$ cat src/rtl/dsm_pkg.sv
// Package: shared select and per-channel view encodings for the sense multiplexer.
// Assumes a dual-channel driver; select codes are fixed by the pin decode.
package dsm_pkg;
    typedef enum logic [1:0] {
        SEL_CUR0 = 2'b00,
        SEL_CUR1 = 2'b01,
        SEL_TEMP = 2'b10,
        SEL_VSUP = 2'b11
    } sense_sel_e;

    typedef enum logic [1:0] {
        VIEW_HIZ   = 2'b00,
        VIEW_FAULT = 2'b01,
        VIEW_VALUE = 2'b10
    } view_kind_e;
endpackage

$ cat src/rtl/dsm_fault_hold.sv
// Module: per-channel fault flag with clear hysteresis.
// A thermal event sets the flag. The flag clears only when the hot-spot
// temperature is sampled below CLR_TEMP with no event. fault_now merges the
// live event with the held flag. Assumes a synchronous active-low reset.
module dsm_fault_hold #(
    parameter int unsigned TW       = 8,
    parameter int unsigned CLR_TEMP = 100
) (
    input  logic          clk,
    input  logic          rst_n,
    input  logic          therm_evt,
    input  logic [TW-1:0] hot_temp,
    output logic          flag_q,
    output logic          fault_now
);
    localparam logic [TW-1:0] CLR_CODE = TW'(CLR_TEMP);

    // Purpose: hold the flag while the hot spot stays at or above the clear threshold.
    always_ff @(posedge clk) begin
        if (!rst_n) flag_q <= 1'b0;
        else        flag_q <= therm_evt | (flag_q & (hot_temp >= CLR_CODE));
    end

    // Purpose: fault seen by the reading this cycle.
    always_comb fault_now = therm_evt | flag_q;
endmodule

$ cat src/rtl/dsm_chan_view.sv
// Module: forms what one channel's current selection would show.
// It scales current by a power-of-two sense ratio and clamps below the fault
// code. Its priority is negative output (release) over fault code over value.
// Assumes CUR_W >= DW.
module dsm_chan_view
    import dsm_pkg::*;
#(
    parameter int unsigned CUR_W = 16,
    parameter int unsigned DW    = 12,
    parameter int unsigned KSH   = 4
) (
    input  logic [CUR_W-1:0] cur,
    input  logic             fault_now,
    input  logic             ch_on,
    input  logic             open_load,
    input  logic             neg_out,
    output view_kind_e       kind,
    output logic [DW-1:0]    value
);
    localparam logic [CUR_W-1:0] CAP = CUR_W'((64'd1 << DW) - 64'd1);

    logic [CUR_W-1:0] shifted;

    // Purpose: divide by the sense ratio and keep the result off the fault code.
    always_comb begin
        shifted = cur >> KSH;
        if (shifted >= CAP) value = DW'(CAP - 1'b1);
        else                value = DW'(shifted);
    end

    // Purpose: decide the view kind for this channel.
    always_comb begin
        if (neg_out)                        kind = VIEW_HIZ;
        else if (fault_now)                 kind = VIEW_FAULT;
        else if (!ch_on && open_load)       kind = VIEW_FAULT;
        else                                kind = VIEW_VALUE;
    end
endmodule

$ cat src/rtl/diag_sense_mux.sv
// Module: top of the diagnostic sense multiplexer.
// It selects among the channel currents, temperature and supply, overrides a
// current reading with the all-ones fault code, and registers data and
// drive-enable together. Assumes a dual-channel driver and a power-of-two
// SENSE_RATIO.
module diag_sense_mux
    import dsm_pkg::*;
#(
    parameter int unsigned CUR_W          = 16,
    parameter int unsigned DW             = 12,
    parameter int unsigned TW             = 8,
    parameter int unsigned SENSE_RATIO    = 16,
    parameter int unsigned FAULT_CLR_TEMP = 100
) (
    input  logic                 clk,
    input  logic                 rst_n,
    input  logic                 sense_en,
    input  logic [1:0]           sense_sel,
    input  logic [1:0][CUR_W-1:0] cur_in,
    input  logic [DW-1:0]        temp_in,
    input  logic [DW-1:0]        vsup_in,
    input  logic [1:0]           therm_evt,
    input  logic [1:0][TW-1:0]   hot_temp,
    input  logic [1:0]           ch_on,
    input  logic [1:0]           open_load,
    input  logic [1:0]           neg_out,
    output logic [DW-1:0]        sense_data,
    output logic                 sense_drive
);
    localparam int unsigned NCH = 2;
    localparam int unsigned KSH = $clog2(SENSE_RATIO);
    localparam logic [DW-1:0] FAULT_CODE = '1;

    logic [NCH-1:0]         fault_flag;
    logic [NCH-1:0]         fault_now;
    view_kind_e             kind   [NCH];
    logic [DW-1:0]          value  [NCH];
    logic                   nxt_drive;
    logic [DW-1:0]          nxt_data;

    for (genvar c = 0; c < NCH; c++) begin : g_ch
        dsm_fault_hold #(.TW(TW), .CLR_TEMP(FAULT_CLR_TEMP)) u_hold (
            .clk       (clk),
            .rst_n     (rst_n),
            .therm_evt (therm_evt[c]),
            .hot_temp  (hot_temp[c]),
            .flag_q    (fault_flag[c]),
            .fault_now (fault_now[c])
        );

        dsm_chan_view #(.CUR_W(CUR_W), .DW(DW), .KSH(KSH)) u_view (
            .cur       (cur_in[c]),
            .fault_now (fault_now[c]),
            .ch_on     (ch_on[c]),
            .open_load (open_load[c]),
            .neg_out   (neg_out[c]),
            .kind      (kind[c]),
            .value     (value[c])
        );
    end

    // Purpose: choose the next word and drive-enable from enable and select.
    always_comb begin
        nxt_drive = 1'b0;
        nxt_data  = '0;
        if (sense_en) begin
            unique case (sense_sel_e'(sense_sel))
                SEL_TEMP: begin nxt_drive = 1'b1; nxt_data = temp_in; end
                SEL_VSUP: begin nxt_drive = 1'b1; nxt_data = vsup_in; end
                default: begin
                    unique case (kind[sense_sel[0]])
                        VIEW_FAULT: begin nxt_drive = 1'b1; nxt_data = FAULT_CODE; end
                        VIEW_VALUE: begin nxt_drive = 1'b1; nxt_data = value[sense_sel[0]]; end
                        default:    begin nxt_drive = 1'b0; nxt_data = '0; end
                    endcase
                end
            endcase
        end
    end

    // Purpose: register data and drive-enable in the same edge.
    always_ff @(posedge clk) begin
        if (!rst_n) begin
            sense_drive <= 1'b0;
            sense_data  <= '0;
        end else begin
            sense_drive <= nxt_drive;
            sense_data  <= nxt_data;
        end
    end
endmodule

$ cat config.mk
export PLATFORM = sky130hd
export DESIGN_NAME = diag_sense_mux
export DESIGN_NICKNAME = d
export VERILOG_FILES = /design/src/rtl/dsm_pkg.sv /design/src/rtl/dsm_fault_hold.sv /design/src/rtl/dsm_chan_view.sv /design/src/rtl/diag_sense_mux.sv
export SDC_FILE = /design/constraint.sdc
export NUM_CORES = 1
export LEC_CHECK = 0
export BUFFER_PORTS_ARGS = -buffer_cell sky130_fd_sc_hd__buf_2
export CAP_MARGIN = 30
export CELL_PAD_IN_SITES_DETAIL_PLACEMENT = 0
export CELL_PAD_IN_SITES_GLOBAL_PLACEMENT = 1
export CORE_MARGIN = 2
export CORE_UTILIZATION = 24
export DETAILED_ROUTE_END_ITERATION = 8
export GPL_ROUTABILITY_DRIVEN = 0
export HOLD_SLACK_MARGIN = 0.05
export PLACE_DENSITY = 0.92
export SLEW_MARGIN = 20
export SYNTH_ARGS = -nofsm -noshare
export SYNTH_HDL_FRONTEND = slang
export SYNTH_SLANG_ARGS = --single-unit
export TNS_END_PERCENT = 20
$ cat constraint.sdc
create_clock -name clk -period 2.7 [get_ports clk]
set_input_delay 0.405 -clock clk [delete_from_list [all_inputs] [get_ports clk]]
set_output_delay 0.405 -clock clk [all_outputs]
set_load 0.02 [all_outputs]
## Yosys cells after proc, flatten, opt, wreduce, memory -nomap -nowiden

Index checks and enable logic that the tools add are counted.

| word-level totals | value |
|---|---|
| memories kept | 0 |
| register bits | 15 |
| bits of input ports | 85 |
| bits in latches | 0 |
| memory bits (read-only) | 0 |
| RAM bits | 0 |

| operators by class | value |
|---|---|
| bitwise gates (word level) | 7 |
| multipliers | 0 |
| divide/modulo/power cells | 0 |
| shift operators | 0 |
| equal/unequal tests | 4 |
| order comparisons | 5 |
| reductions and logical operators | 7 |
| multiplexer cells | 18 |
| $add $sub $neg | 0 |

Operator list:

| operator | number |
|---|---|
| two-way mux 12 bit | 5 |
| one-hot mux 12 bit (2 select lines) | 2 |
| >= comparator 12 bit, second input constant | 2 |
| two-way mux 2 bit | 9 |
| >= comparator 8 x 7 -> 1 bit, second input constant | 2 |
| == test 2 bit, second input constant | 3 |
| OR 1 bit | 4 |
| OR reduction 2 bit | 2 |
| bitwise AND 1 bit | 2 |
| == test 2 x 1 -> 1 bit, second input constant | 1 |
| >= comparator 2 bit, second input constant | 1 |
| logical AND 1 bit | 2 |
| zero test 1 bit | 2 |
| two-way mux 1 bit | 2 |
| NOT 1 -> 2 bit | 1 |
| AND reduction 2 bit | 1 |

## Longest topological paths before layout

| depth | value |
|---|---|
| word-level depth | 12 |
| mapped depth | 9 |
| depth with buffers taken out | 8 |

## By module

A second synthesis with hierarchy kept.

| second synthesis, totals | value |
|---|---|
| cell total of the unflattened synthesis | 120 |
| area, all modules | 1121.1 µm² |

By module, submodules not included:

| module | times used | area each (µm²) | cells an instance |
|---|---|---|---|
| diag_sense_mux | 1 | 830.8 | 68 |
| dsm_chan_view | 2 | 90.1 | 19 |
| dsm_fault_hold | 2 | 55.1 | 7 |

## Worst setup path after synthesis

Ideal clock, no wire load.

| timing | value |
|---|---|
| path type | input port to flip-flop |
| from | input sense_sel[0] |
| to | register sense_data[0] |
| required time | 2.631 ns |
| path buffers | 2 |
| stages on the path | 8 |
| slack | 0.636 ns |
| arrival time | 1.995 ns |
| setup time | 0.069 ns |
| cells stage by stage | buf_6 buf_6 o32a_1 ha_1 nor2_1 nand4_1 o32a_1 o21ai_1 |

| on the way | value |
|---|---|
| longest elaborated chain between the ends | 7 |
| elaborated cells on any way between the ends | 13 |
| those cells by class | eq/ne: 4; mux: 8; bitwise: 1 |

RTL lines:

| element | line | RTL |
|---|---|---|
| start, declared | diag_sense_mux.sv:18 | `input logic [1:0] sense_sel,` |
| NOT 1 -> 2 bit (not written as such) | diag_sense_mux.sv:71, diag_sense_mux.sv:73 |  |
| two-way mux 2 bit (not written as such) (3 in series) | diag_sense_mux.sv:71 | `unique case (kind[sense_sel[0]])` |
| == test 2 bit / == test 2 x 1 -> 1 bit (equally long branches) | diag_sense_mux.sv:71 |  |
| one-hot mux 12 bit (2 select lines) | diag_sense_mux.sv:71 |  |
| one-hot mux 12 bit (2 select lines) (*) | diag_sense_mux.sv:67 | `unique case (sense_sel_e'(sense_sel))` |
| end signal, assigned | diag_sense_mux.sv:88 | `sense_data <= nxt_data;` |
| end, declared | diag_sense_mux.sv:27 | `output logic [DW-1:0] sense_data,` |

Mark *: on every way between the ends. The rest lies on a longest branch, timed or not. The select of a mux whose other input is x is not followed.
A chain may end at the register's enable or synchronous reset.

## Worst setup path after layout

| timing | value |
|---|---|
| from | register g_ch[0].u_hold.flag_q |
| to | register sense_data[0] |

| on the way | value |
|---|---|
| longest elaborated chain between the ends | 9 |
| elaborated cells on any way between the ends | 10 |
| those cells by class | eq/ne: 2; mux: 7; bitwise: 1 |

RTL lines:

| element | line | RTL |
|---|---|---|
| start, declared | dsm_fault_hold.sv:13 | `output logic flag_q,` |
| start signal, assigned | dsm_fault_hold.sv:21 | `else flag_q <= therm_evt \| (flag_q & (hot_temp >= CLR_CODE));` |
| OR 1 bit (*) | dsm_fault_hold.sv:25 | `always_comb fault_now = therm_evt \| flag_q;` |
| two-way mux 2 bit (*) | dsm_chan_view.sv:34 | `else if (fault_now) kind = VIEW_FAULT;` |
| two-way mux 2 bit (*) | dsm_chan_view.sv:33 | `if (neg_out) kind = VIEW_HIZ;` |
| two-way mux 2 bit (not written as such) (*) (3 in series) | diag_sense_mux.sv:71 |  |
| == test 2 bit / == test 2 x 1 -> 1 bit (equally long branches) | diag_sense_mux.sv:71 |  |
| one-hot mux 12 bit (2 select lines) (*) | diag_sense_mux.sv:71 |  |
| one-hot mux 12 bit (2 select lines) (*) | diag_sense_mux.sv:67 |  |

Marks and branches as above.

==> run summary <==
The first detailed-routing pass ran for 4 iterations. TritonCTS built the clock tree. The count of nets after finishing was 297; the number of buffers on the longest clock path was 2. The worst path meets setup with 0.795 ns of slack.

sky130_fd_sc_hd__dfxtp_1 is the most common cell in the netlist. Clock skew on the completed layout was measured at 0.00254 ns. The number of H-tree levels is 1.

The cell count after synthesis came out at 125. For hold timing, the worst endpoint is g_ch[1].u_hold.flag_q$_SDFF_PN0_. On the worst path, the slowest cell contributes a delay of 0.40 ns.

The diode insertion count for antenna repair was 0; the wire length of the first global-routing pass was 5.60 mm. In the post-synthesis netlist, the biggest area contributors are sky130_fd_sc_hd__dfxtp_1 29%, sky130_fd_sc_hd__mux2i_1 13%, sky130_fd_sc_hd__mux2_1 7.5%, sky130_fd_sc_hd__nor2b_1 5.3%, sky130_fd_sc_hd__a21oi_1 4.8%. Cell internal power was estimated by the tool at 0.420 mW.

The logs give 0 for the final setup violation count and 0 for the max-slew violation count. The synthesized design contains 15 register bits. Wires add up to 3.40 mm. The logs give 14.2% for the global-route usage over all layers and 28.7% for the fraction of power consumed by combinational cells. The DRC violation total after the first TritonRoute iteration came out at 34.

After clock tree synthesis, the flow added hold-fix buffers numbering 0. During placement, the flow inserted port buffers numbering 85. Clock latency on the worst-skew pair, taken at its later pin, is 0.25 ns. The number of sinks driven by the clock tree came out at 15. In this run the worst hold path is classified as primary input to flop. For the initial antenna violation count, the log shows 0. In the synthesized netlist, the cells that appear most often are 15 x sky130_fd_sc_hd__dfxtp_1, 14 x sky130_fd_sc_hd__mux2i_1, 12 x sky130_fd_sc_hd__nand2_1. The worst setup path is captured at a flop. Along the worst path, the maximum fanout reaches 11.

The initial utilization of the core area, before any placement, comes to 24.5%. For the final routed database, the setup TNS stands at 0 ns. The cell taking the most area after synthesis is sky130_fd_sc_hd__dfxtp_1.

In this run the biggest area consumer among cell types represents 28.5% of the synthesized area. In this run the static leakage power is 0.790 nW. The start of the worst register-to-register path is g_ch[0].u_hold.flag_q$_SDFF_PN0_. For the via count, the log shows 1246. STA puts the critical path data arrival time at 2.09 ns.

For this run, the register share of the synthesized area comes to 28.5%. The filler cells instantiated in the layout total 472. For the number of global-route vias before repair, the log shows 1217. In this run the register-to-register setup slack is 0.80 ns. The total overflow left after global routing is 0. The depth of the worst register-to-register path is 6, and the proportion of power drawn by the clock network is 31.9%. The clock tree root buffer cell is sky130_fd_sc_hd__clkbuf_8. The die covers 0.00494 mm².

The number of different library cells used by synthesis comes to 31. The signal on the critical path passes through a211oi_1 -> o32a_1 -> ha_1 -> a31oi_1 -> or4_1 -> o21ai_1. The switching power of the nets is 0.174 mW. The origin of the worst min-delay path is therm_evt[1]. Measured against its own limit, the worst slew margin works out to 74.7%. For this run, the top clock speed supported by timing is 525 MHz. The area added between synthesis and finish was 48.0%; the maximum number of pins on one net before global-route repair was 23. The share of synthesized flip-flops with an asynchronous set or reset was 0%.

Across the run, the number of max-cap violations was 0. The number of clock buffers added by TritonCTS is 3. Pre-CTS worst setup slack: 0.531 ns. After synthesis, the mean cell area works out to 8.43 µm². Summed over all nets, the half-perimeter wirelength after detailed placement is 2.80 mm. Clock slew at the register clock pins of the worst setup and hold paths: 0.07 ns. The final-report hold violation count is 0, and the post-CTS repair timing setup buffer count is 0. The power density over cell area is 381 mW/mm². Hold is met by 0.380 ns. Sequential cells account for 39.4% of the total power. After clock tree synthesis, the repair step resized 0 gates.

The worst hold path was traced through 2 stages. The Yosys warning count came out at 0. The mapped netlist covers 0.00105 mm². The period utilization came out at 70.5%. The startpoint type of the worst setup path is a flop. Number of vias per cell: 4.77. The smallest clock period supported by the final layout is computed as 1.90 ns. Net count of the mapped netlist: 212. The floorplan has 24 rows. The height of the die works out to 70.3 µm. The class of the most critical setup path is flop to flop.

In the routed design, unresolved DRC markers number 0. The flow ran to the end, and the final reports show no timing, DRC or antenna violations. For the overall power after layout, the log shows 0.594 mW. Setup repair after global routing left no endpoint under its margin.

After detailed routing, the average wire length per cell comes to 13.0 µm. At the pin with the least slew margin, the transition time is 0.379 ns. The number of buffer and inverter instances along the worst setup path works out to 0. The floorplan step set the die width to 70.3 µm. The total I/O pin count was 98. The cell type group with the largest total delay on the critical path was compound AO/OA/AOI/OAI gates. The net switching share of the total power is 29.3%, and the peak supply drop is 0.000250 V.

In the final layout, the share of cells above drive strength 1 is 45.5%. The endpoint identified for the worst register-to-register timing path is sense_data[0]$_SDFF_PN0_. The core box area came out at 0.00429 mm². STA puts the critical path data required time at 2.88 ns. The slowest stage of the critical path belongs to the cell sky130_fd_sc_hd__or4_1. The most used flip-flop cell after synthesis is sky130_fd_sc_hd__dfxtp_1. The number of flops mapped to enable cells by yosys is 0, and the post-detailed-route count of antenna-violating nets is 0.
==> metal layers <==
layer | wire length, µm | share of wire (%) | global-route usage (%) | up-vias
li1 | - | - | - | 625
met1 | 1420 | 42 | 16.4 | 564
met2 | 1660 | 49 | 25.7 | 55
met3 | 296 | 8.7 | 5.19 | 2
met4 | 17 | 0.50 | 1.28 | 0
met5 | 0 | 0 | 0 | -
==> flip-flops by register name, summed over array words and instances (netlist names) <==
register,flops
sense_data,12
g_ch.u_hold.flag_q,2
sense_drive,1
==> power groups by stage <==
stage                     clock (mW)  combinational, mW  sequential (mW)
final                          0.189              0.170            0.234
after floorplan                    0             0.0796            0.251
after global routing           0.214              0.188            0.236
after detailed placement           0              0.173            0.240
after global placement             0              0.169            0.239
after CTS                      0.199              0.173            0.235
==> cell type report <==
type	count	area, µm²	area share, %
clock buffer	3	41.3	2.65
clock inverter	1	5.00	0.321
inverter	6	22.5	1.44
multi-input combinational	96	677	43.4
sequential	15	300	19.3
tap	52	65.1	4.17
timing repair buffer	88	448	28.7
==> placed cells by master, fill, tap and decap left out, drive strengths merged, types with 2 or more instances in the layout <==
cell     n
a211oi   2
a21oi   10
buf     88
clkbuf   3
dfxtp   15
ha       2
inv      6
mux2     9
mux2i   14
nand2   12
nand3    3
nand4    5
nor2     3
nor2b    9
o21a     4
o21ai   10
o221ai   2
o311a    2
o32a     2
==> worst register-to-register path, delay by kind of cell (launching register included) <==
kind / cells / cell delay (ns)
AND/OR/NAND/NOR: 1 / 0.40
AO/OA/AOI/OAI: 4 / 0.76
adder cells (fa/ha/maj): 1 / 0.36
flip-flops: 1 / 0.31
==> logic make-up (layout without fill, tap and decap cells) <==
group,Yosys count,count (layout),synth area share [%]
simple gates,37,37,18.3
compound gates,34,34,20.7
mux,23,23,22.9
flops,15,15,28.5
buf+inv,14,98,7.24
fa+ha+maj,2,2,2.37
==> through the flow <==
step,util [%],cell area [µm²],std cells
floorplan,-,1050,125
global placement,35.2,1510,257
detailed placement,35.2,1510,257
CTS,36.3,1560,261
global route,36.3,1560,261
finish,36.3,1560,261
==> worst max-delay path by stage <==
stage / start / end / slack [ns] / depth (start not counted)
2_1_floorplan: sense_sel[0] / sense_data[0]$_SDFF_PN0_ / 0.64 / 8
3_3_place_gp: ch_on[1] / sense_data[0]$_SDFF_PN0_ / 0.55 / 8
3_5_place_dp: ch_on[0] / sense_data[0]$_SDFF_PN0_ / 0.53 / 8
4_1_cts: g_ch[0].u_hold.flag_q$_SDFF_PN0_ / sense_data[0]$_SDFF_PN0_ / 0.78 / 6
5_1_grt: g_ch[0].u_hold.flag_q$_SDFF_PN0_ / sense_data[0]$_SDFF_PN0_ / 0.63 / 6
6_report: g_ch[0].u_hold.flag_q$_SDFF_PN0_ / sense_data[0]$_SDFF_PN0_ / 0.80 / 6
No activity file was read; power rests on OpenSTA's default activity.
